--- src/rtl/smc_pkg.sv ---
`timescale 1ns/1ps
package smc_pkg;
  parameter int unsigned SET_W = 4;             // setup / hold / turnaround fields
  parameter int unsigned DST_W = 8;             // data-setup field
  localparam int unsigned CNT_W = DST_W + 1;    // holds up to 2**DST_W

  typedef enum logic [2:0] {
    PH_IDLE, PH_ASET, PH_AHLD, PH_DSET, PH_TURN
  } phase_e;

  typedef struct packed {
    logic [CNT_W-1:0] aset;
    logic [CNT_W-1:0] ahld;
    logic [CNT_W-1:0] dset;
    logic [CNT_W-1:0] turn;
  } len_t;

  // Field values to phase lengths in cycles.
  function automatic len_t lens_from_cfg(input logic [SET_W-1:0] aset_f,
                                         input logic [SET_W-1:0] ahld_f,
                                         input logic [DST_W-1:0] dset_f,
                                         input logic [SET_W-1:0] turn_f,
                                         input logic             muxed);
    len_t l;
    l.aset = CNT_W'(aset_f);
    if (!muxed)
      l.ahld = '0;
    else if (ahld_f == '0)
      l.ahld = CNT_W'(1);
    else
      l.ahld = CNT_W'(ahld_f);
    l.dset = CNT_W'(dset_f) + CNT_W'(1);
    l.turn = CNT_W'(turn_f);
    return l;
  endfunction

  function automatic logic [CNT_W-1:0] phase_len(input phase_e p, input len_t l);
    case (p)
      PH_ASET: return l.aset;
      PH_AHLD: return l.ahld;
      PH_DSET: return l.dset;
      PH_TURN: return l.turn;
      default: return CNT_W'(1);
    endcase
  endfunction

  // Next phase with a non-zero length; from idle this is the first phase.
  function automatic phase_e phase_after(input phase_e p, input len_t l);
    case (p)
      PH_IDLE: begin
        if (l.aset != '0)      return PH_ASET;
        else if (l.ahld != '0) return PH_AHLD;
        else                   return PH_DSET;
      end
      PH_ASET: return (l.ahld != '0) ? PH_AHLD : PH_DSET;
      PH_AHLD: return PH_DSET;
      PH_DSET: return (l.turn != '0) ? PH_TURN : PH_IDLE;
      default: return PH_IDLE;
    endcase
  endfunction
endpackage

--- src/rtl/smc_phase_seq.sv ---
`timescale 1ns/1ps
module smc_phase_seq
  import smc_pkg::*;
(
  input  logic   clk,
  input  logic   rst_n,
  input  logic   start_i,
  input  len_t   lens_i,
  output phase_e phase_o,
  output logic   last_o,
  output logic   busy_o,
  output logic   done_o
);
  phase_e           phase_q, nxt;
  logic [CNT_W-1:0] cnt_q;
  len_t             lens_q, lens_use;
  logic             done_q, go;

  always_comb begin
    lens_use = (phase_q == PH_IDLE) ? lens_i : lens_q;
    nxt      = phase_after(phase_q, lens_use);
    go       = (phase_q == PH_IDLE) ? start_i : (cnt_q == '0);
  end

  always_ff @(posedge clk or negedge rst_n) begin
    if (!rst_n) begin
      phase_q <= PH_IDLE;
      cnt_q   <= '0;
      lens_q  <= '0;
      done_q  <= 1'b0;
    end else begin
      done_q <= 1'b0;
      if (phase_q == PH_IDLE && start_i)
        lens_q <= lens_i;
      if (go) begin
        phase_q <= nxt;
        cnt_q   <= phase_len(nxt, lens_use) - CNT_W'(1);
        done_q  <= (phase_q != PH_IDLE) && (nxt == PH_IDLE);
      end else if (phase_q != PH_IDLE) begin
        cnt_q <= cnt_q - CNT_W'(1);
      end
    end
  end

  assign phase_o = phase_q;
  assign busy_o  = (phase_q != PH_IDLE);
  assign last_o  = (phase_q != PH_IDLE) && (cnt_q == '0);
  assign done_o  = done_q;
endmodule

--- src/rtl/smc_bank_dec.sv ---
`timescale 1ns/1ps
module smc_bank_dec #(
  parameter int unsigned BANKS = 4,
  localparam int unsigned SEL_W = (BANKS > 1) ? $clog2(BANKS) : 1
) (
  input  logic             en_i,
  input  logic [SEL_W-1:0] sel_i,
  output logic [BANKS-1:0] cs_n_o
);
  for (genvar g = 0; g < BANKS; g++) begin : g_cs
    assign cs_n_o[g] = !(en_i && (sel_i == SEL_W'(g)));
  end
endmodule

--- src/rtl/smc_io_path.sv ---
`timescale 1ns/1ps
module smc_io_path
  import smc_pkg::*;
#(
  parameter int unsigned ADDR_W = 26,
  parameter int unsigned DATA_W = 16,
  parameter int unsigned BANK_W = 2
) (
  input  logic              clk,
  input  logic              rst_n,
  input  logic              start_i,
  input  logic              we_i,
  input  logic [ADDR_W-1:0] addr_i,
  input  logic [DATA_W-1:0] wdata_i,
  input  logic [BANK_W-1:0] bank_i,
  input  logic              muxed_i,
  input  phase_e            phase_i,
  input  logic              last_i,
  input  logic [DATA_W-1:0] dq_in_i,
  output logic [ADDR_W-1:0] mem_addr_o,
  output logic [DATA_W-1:0] dq_out_o,
  output logic              dq_oe_o,
  output logic              oe_n_o,
  output logic              we_n_o,
  output logic              adv_n_o,
  output logic [BANK_W-1:0] bank_o,
  output logic [DATA_W-1:0] rdata_o
);
  logic              we_q, muxed_q;
  logic [ADDR_W-1:0] addr_q;
  logic [DATA_W-1:0] wdata_q, rdata_q;
  logic [BANK_W-1:0] bank_q;

  // Named phase events.
  logic addr_phase, data_phase, rd_capture;
  assign addr_phase = (phase_i == PH_ASET) || (phase_i == PH_AHLD);
  assign data_phase = (phase_i == PH_DSET);
  assign rd_capture = data_phase && last_i && !we_q;

  always_ff @(posedge clk or negedge rst_n) begin
    if (!rst_n) begin
      we_q    <= 1'b0;
      muxed_q <= 1'b0;
      addr_q  <= '0;
      wdata_q <= '0;
      bank_q  <= '0;
      rdata_q <= '0;
    end else begin
      if (start_i) begin
        we_q    <= we_i;
        muxed_q <= muxed_i;
        addr_q  <= addr_i;
        wdata_q <= wdata_i;
        bank_q  <= bank_i;
      end
      if (rd_capture)
        rdata_q <= dq_in_i;
    end
  end

  assign mem_addr_o = addr_q;
  assign adv_n_o    = !(phase_i == PH_ASET);
  assign oe_n_o     = !(data_phase && !we_q);
  assign we_n_o     = !(data_phase && we_q);
  assign dq_oe_o    = (addr_phase && muxed_q) || (data_phase && we_q);
  assign dq_out_o   = addr_phase ? addr_q[DATA_W-1:0] : wdata_q;
  assign bank_o     = bank_q;
  assign rdata_o    = rdata_q;
endmodule

--- src/rtl/smc_async_seq.sv ---
`timescale 1ns/1ps
module smc_async_seq
  import smc_pkg::*;
#(
  parameter int unsigned ADDR_W = 26,
  parameter int unsigned DATA_W = 16,
  parameter int unsigned BANKS  = 4,
  localparam int unsigned BANK_W = (BANKS > 1) ? $clog2(BANKS) : 1
) (
  input  logic              clk,
  input  logic              rst_n,
  input  logic [SET_W-1:0]  cfg_aset,
  input  logic [SET_W-1:0]  cfg_ahld,
  input  logic [DST_W-1:0]  cfg_dset,
  input  logic [SET_W-1:0]  cfg_turn,
  input  logic              cfg_muxed,
  input  logic              req,
  input  logic              wr,
  input  logic [BANK_W-1:0] bank,
  input  logic [ADDR_W-1:0] addr,
  input  logic [DATA_W-1:0] wdata,
  output logic [DATA_W-1:0] rdata,
  output logic              done,
  output logic [ADDR_W-1:0] mem_addr,
  output logic [DATA_W-1:0] mem_dq_out,
  output logic              mem_dq_oe,
  input  logic [DATA_W-1:0] mem_dq_in,
  output logic [BANKS-1:0]  mem_cs_n,
  output logic              mem_oe_n,
  output logic              mem_we_n,
  output logic              mem_adv_n
);
  // Named internal events for the checker.
  phase_e            seq_phase;
  logic              seq_last, seq_busy, accept, cs_en;
  len_t              cfg_lens;
  logic [BANK_W-1:0] bank_q;

  assign cfg_lens = lens_from_cfg(cfg_aset, cfg_ahld, cfg_dset, cfg_turn, cfg_muxed);
  assign accept   = req && !seq_busy;
  assign cs_en    = (seq_phase == PH_ASET) || (seq_phase == PH_AHLD) ||
                    (seq_phase == PH_DSET);

  smc_phase_seq u_seq (
    .clk     (clk),
    .rst_n   (rst_n),
    .start_i (accept),
    .lens_i  (cfg_lens),
    .phase_o (seq_phase),
    .last_o  (seq_last),
    .busy_o  (seq_busy),
    .done_o  (done)
  );

  smc_io_path #(.ADDR_W(ADDR_W), .DATA_W(DATA_W), .BANK_W(BANK_W)) u_io (
    .clk        (clk),
    .rst_n      (rst_n),
    .start_i    (accept),
    .we_i       (wr),
    .addr_i     (addr),
    .wdata_i    (wdata),
    .bank_i     (bank),
    .muxed_i    (cfg_muxed),
    .phase_i    (seq_phase),
    .last_i     (seq_last),
    .dq_in_i    (mem_dq_in),
    .mem_addr_o (mem_addr),
    .dq_out_o   (mem_dq_out),
    .dq_oe_o    (mem_dq_oe),
    .oe_n_o     (mem_oe_n),
    .we_n_o     (mem_we_n),
    .adv_n_o    (mem_adv_n),
    .bank_o     (bank_q),
    .rdata_o    (rdata)
  );

  smc_bank_dec #(.BANKS(BANKS)) u_cs (
    .en_i   (cs_en),
    .sel_i  (bank_q),
    .cs_n_o (mem_cs_n)
  );
endmodule

--- config.mk ---
export PLATFORM = sky130hd
export DESIGN_NAME = smc_async_seq
export DESIGN_NICKNAME = d
export VERILOG_FILES = /design/src/rtl/smc_pkg.sv /design/src/rtl/smc_phase_seq.sv /design/src/rtl/smc_bank_dec.sv /design/src/rtl/smc_io_path.sv /design/src/rtl/smc_async_seq.sv
export SDC_FILE = /design/constraint.sdc
export NUM_CORES = 1
export LEC_CHECK = 0
export ABC_AREA = 1
export ABC_CLOCK_PERIOD_IN_PS = 5400
export CAP_MARGIN = 20
export CORE_UTILIZATION = 51
export CTS_CLUSTER_DIAMETER = 150
export DETAILED_ROUTE_END_ITERATION = 8
export HOLD_SLACK_MARGIN = 0.1
export PLACE_DENSITY_LB_ADDON = 0.12
export REMOVE_ABC_BUFFERS = 1
export SYNTH_ARGS = -nofsm -noshare
export SYNTH_HDL_FRONTEND = slang
export SYNTH_SLANG_ARGS = --single-unit
--- constraint.sdc ---
create_clock -name clk -period 5.4 [get_ports clk]
set_clock_uncertainty 0.2 [all_clocks]
set_input_delay 0.81 -clock clk [delete_from_list [all_inputs] [get_ports clk]]
set_output_delay 0.81 -clock clk [all_outputs]
set_load 0.1 [all_outputs]
* Word level (Yosys, flattened, before mapping) *
Cells that the tools add are included.

cells by class
  $add $sub $neg = 3
  equal/unequal tests = 10
  multiplexer cells = 14
  reduce and logical (&&, ||, !) cells = 35

operators with widths
  cell                 count
  $pmux 9 s4           1
  $mux 31              1
  $mux 9               3
  $reduce_bool 9->1    3
  $sub 9x1->9 const B  2
  $mux 16              1
  $logic_and 1x1->1    13
  $eq 3x2->1 const B   4
  $pmux 3 s4           1
  $add 8x1->9 const B  1
  $logic_not 1->1      9
  $logic_not 9->1      1
  $mux 4               2
  $eq 3x1->1 const B   2
  $logic_not 3->1      2
  $mux 3               2
  $eq 2x2->1 const B   2
  $logic_not 4->1      1
  $eq 3x3->1 const B   1
  $logic_or 1x1->1     3
  $mux 1               3
  $reduce_bool 3->1    1
  $eq 2x1->1 const B   1
  $logic_not 2->1      1
  $reduce_bool 2->1    1

storage, ports and cells
  register bits = 101
  bits of input ports = 85
  output and inout bits = 67
  logic and storage cells = 75

* Depth between registers and ports, before layout *
  depth after elaboration = 13
  mapped depth = 23
  mapped depth without buffers = 22

* By module *
From an unflattened synthesis, not the netlist that was laid out.

unflattened totals
  cells, all modules = 789
  area, all modules = 6075.8 um2

modules (own cells, without submodules)
  module         instances  cells an instance  area each (um2)  sequential area each (um2)
  smc_phase_seq  1          485                3206.8           1226.2
  smc_io_path    1          251                2627.5           1551.5
  smc_async_seq  1          46                 211.5            0.0
  smc_bank_dec   1          7                  30.0             0.0

* Least setup slack after synthesis *
No wires, ideal clock.

  kind = register to output
  start point = register u_seq.phase_q[0] (netlist: u_seq.phase_o[0])
  end point = output mem_dq_out[10]
  arrival = 2.788 ns
  data required time = 4.390 ns
  setup slack = 1.602 ns
  stages on the path, launching flop included = 9
  cell sequence = dfrtp_1 > inv_1 > nor2_1 > nand2_1 > nand2_1 > inv_2 > buf_1 > nand2_1 > nand2_1

on the way
  cells in the longest elaborated chain, start to end = 3
  elaborated cells between the ends (all ways) = 4

RTL lines
  element                                          line                 source
  start: declaration                               smc_phase_seq.sv:14  phase_e phase_q, nxt;
  start signal: assignment                         smc_phase_seq.sv:36  phase_q <= nxt;
  $eq 3x1->1 / $eq 3x2->1 (equally long branches)  smc_io_path.sv:36    assign addr_phase = (phase_i == PH_ASET) || (phase_i == PH_AHLD);
  $logic_or 1x1->1 (*)                             smc_io_path.sv:36
  $mux 16 (*)                                      smc_io_path.sv:66    assign dq_out_o = addr_phase ? addr_q[DATA_W-1:0] : wdata_q;
  end: declaration                                 smc_async_seq.sv:25  output logic [DATA_W-1:0] mem_dq_out,

Every way passes the cells marked *; elsewhere a longest branch is shown, timed or not.

* Worst setup path after layout *
  start point = register u_seq.phase_q[0] (netlist: u_seq.phase_o[0])
  end point = output mem_cs_n[0]

on the way
  cells in the longest elaborated chain, start to end = 5
  elaborated cells between the ends (all ways) = 7

RTL lines
  element                                          line                 source
  $eq 3x1->1 / $eq 3x2->1 (equally long branches)  smc_async_seq.sv:41  assign cs_en = (seq_phase == PH_ASET) || (seq_phase == PH_AHLD) ||
  $logic_or 1x1->1                                 smc_async_seq.sv:41
  $logic_or 1x1->1 (*)                             smc_async_seq.sv:41
  $logic_and 1x1->1 (*)                            smc_bank_dec.sv:11   assign cs_n_o[g] = !(en_i && (sel_i == SEL_W'(g)));
  $logic_not 1->1 (*)                              smc_bank_dec.sv:11
  end: declaration                                 smc_async_seq.sv:28  output logic [BANKS-1:0] mem_cs_n,

Marked as above.

==> metrics.csv <==
metric;value;unit
max-clock-path-buffers;2;
totalWireLength;12.3;mm
timing.setup.critical_path_class;reg -> out;
portion_of_netlist_area_occupied_by_mux_cells;3.71;%
grt_pass1_wl;20.1;mm
cts_setup_buffers;0;
gp_congestion;0.855;
cts-root-buf;sky130_fd_sc_hd__clkbuf_8;
placement.cell_area;0.00643;sq mm
layout.area.seq;0.00240;sq mm
pre_cts_ws;1.43;ns
synthesis.instances;625;
ctsResizeCount;0;
seq_area_frac_synth;49.5;%
finish.net_count;852;
port_buffers;151;
synth_top_family_by_area;simple AND/OR/NAND/NOR gates;
via_per_inst;4.94;
reg2reg_slack;1.83;ns
timing.final.setup_violations;0;
r2r_start;u_seq.phase_o[2];
cp_max_fo;19;
cp-start-kind;register;
clock_latency;0.36;ns
synth_cell_type_count;35;
multi_input_gate_area;0.00218;sq mm
io-pin-count;152;
initialDrtViolationCount;181;
floorplan.die.width;99.5;um
grt_pass1_vias;4308;
clkSlewWorstSetupHoldPaths;0.10;ns
floorplan.rows;35;
post-route-period-util;81.2;%
post_synth_fa_ha_maj_area_fraction;0.516;%
postSynthAreaPerCell;7.76;sq um
finalNonFillerCells;899;
yosys_register_bits;96;
busiest_layer;met2;
worst_r2r_path_depth;16;
vias;4443;
total_negative_setup_slack;0;ns
global_route.usage.met1;32.3;%
grt_setup_unrepaired;no;
postRouteAntennaNets;0;
dr.pass1.iters;4;
final_hold_viol_count;0;
synth_xor_xnor_area_share;1.08;%
tightestPinTransition;1.01;ns
post_synth_instance_area;0.00485;sq mm
number_of_sinks_handled_by_clock_tree_synthesis;96;
grt_use_total;25.7;%
design_area;0.00664;sq mm
initial_utilization;52.5;%
layout-drive-gt1-share;9.35;%
routedWlPerCell;13.6;um
fillCellCount;724;
post-route-worst-setup-slack;1.01;ns
cp-end-kind;primary output;
achievable-frequency;0.228;GHz
yosysTopAreaCell;sky130_fd_sc_hd__dfrtp_1;
ys.warnings.count;0;
cts_tree;done;
critPathArrivalTime;3.38;ns
die_height;99.5;um
cts_inserted_buffers;9;
worst_slew_margin_rel;32.5;%
final_period_minus_worst_setup_slack;4.39;ns
type_of_the_most_critical_hold_path;in -> async;
design.core.area;0.00924;sq mm
placed_cells_incl_taps;883;
cts.hold.buffers_added;0;
outcome;finished clean;
remaining_drc_errors;0;
netlist.area_leader.share;49.5;%
met3_usage;5.69;%
worstPathRequired;4.39;ns
antenna_found_initial;0;
grt_start_max_net_pins;73;
cts_max_level;3;
use_met2;44.1;%
diodes;0;
hpwl;8.92;mm
synthSimpleGateAreaFrac;32.7;%
area_delta_synth_final;36.8;%
die_area;0.00991;sq mm
synth.top_cells.by_area;sky130_fd_sc_hd__dfrtp_1 (50%), sky130_fd_sc_hd__nand2_1 (23%), sky130_fd_sc_hd__o21ai_0 (3.7%);
final-max-slew-violation-count;0;
grt_overflow;0;
timing.max_cap.violations;0;
synth-compound-area-share;6.81;%
regToRegEndpoint;u_seq.cnt_q[8];
[synthesized netlist by cell type, drive strengths merged]
library cell and number:
nand2 305, dfrtp 96, o21ai 49, inv 44
nor2 28, nand3 26, clkbuf 16, mux2 16
buf 8, nand4 7, or2 6, xor2 4
nor3 3, nor4 3, o21bai 3, a21oi 2
ha 2, o211ai 2, xnor2 2, o2111ai 1
o21a 1, o22ai 1
[per-layer routing]
| layer | vias up | share of wire, % |
|---|---|---|
| li1 | 2240 | - |
| met1 | 2068 | 42 |
| met2 | 123 | 51 |
| met3 | 12 | 6.1 |
| met4 | 0 | 1.2 |
| met5 | - | 0 |
[registers in the layout, indices dropped and copies added (netlist names)]
| register | flops |
|---|---|
| u_io.mem_addr_o | 26 |
| u_seq.lens_q | 21 |
| u_io.rdata_o | 16 |
| u_io.wdata_q | 16 |
| u_seq.cnt_q | 9 |
| u_seq.phase_o | 3 |
| u_io.bank_o | 2 |
| u_io.muxed_q | 1 |
| u_io.we_q | 1 |
| u_seq.done_o | 1 |
[worst max-delay path by stage]
stage | from | endpoint | slack (ns)
6_report | u_seq.phase_o[0] | mem_cs_n[0] | 1.01
3_3_place_gp | u_seq.phase_o[0] | mem_cs_n[0] | 1.58
5_1_grt | u_seq.phase_o[0] | mem_cs_n[2] | 0.88
3_5_place_dp | u_seq.phase_o[0] | mem_cs_n[0] | 1.43
4_1_cts | u_seq.phase_o[0] | mem_cs_n[0] | 1.02
2_1_floorplan | u_seq.phase_o[0] | mem_cs_n[0] | 1.49
[critical path, stage by stage (launching register included)]
cell                              delay, ns
sky130_fd_sc_hd__dfrtp_1               0.42
sky130_fd_sc_hd__inv_1                 0.11
sky130_fd_sc_hd__nor2_1                0.05
sky130_fd_sc_hd__nand2_1               0.09
sky130_fd_sc_hd__nand2_1               0.45
sky130_fd_sc_hd__inv_2                 0.47
sky130_fd_sc_hd__nand2_1               0.18
sky130_fd_sc_hd__nand3_1               0.11
sky130_fd_sc_hd__clkdlybuf4s50_1       1.13
[layout make-up]
class / count / area share, %
Clock buffer: 9 / 1.87
Tap cell: 129 / 2.43
Multi-Input combinational cell: 461 / 32.8
Sequential cell: 96 / 36.2
Clock inverter: 7 / 1.32
Inverter: 44 / 2.49
Timing Repair Buffer: 153 / 23.0
[logic make-up after synthesis]
logic type      Yosys count
buf+inv                  68
xor+xnor                  6
flops                    96
mux                      16
fa+ha+maj                 2
compound gates           59
simple gates            378
[stage by stage]
| stage | utilization [%] | hold WS, ns |
|---|---|---|
| after detailed placement | 69.6 | 0.264 |
| final | 71.9 | 0.202 |
| after global routing | 71.9 | 0.235 |
| after floorplan | - | 0.245 |
| after global placement | 69.6 | 0.263 |
| after CTS | 71.9 | 0.218 |
[placed cells by master, fill, tap and decap left out, drive strengths merged, types with 2 or more instances in the layout]
| cell | count |
|---|---|
| a21oi | 2 |
| buf | 3 |
| clkbuf | 9 |
| clkdlybuf4s50 | 150 |
| clkinvlp | 2 |
| dfrtp | 96 |
| ha | 2 |
| inv | 47 |
| mux2 | 16 |
| nand2 | 305 |
| nand3 | 26 |
| nand4 | 7 |
| nor2 | 28 |
| nor3 | 3 |
| nor4 | 3 |
| o211ai | 2 |
| o21ai | 49 |
| o21bai | 3 |
| or2 | 6 |
| xnor2 | 2 |
| xor2 | 4 |
Power is left out: the tool's default activity adds up to more than one toggle a clock period on the data nets, which glitch-free logic cannot reach.
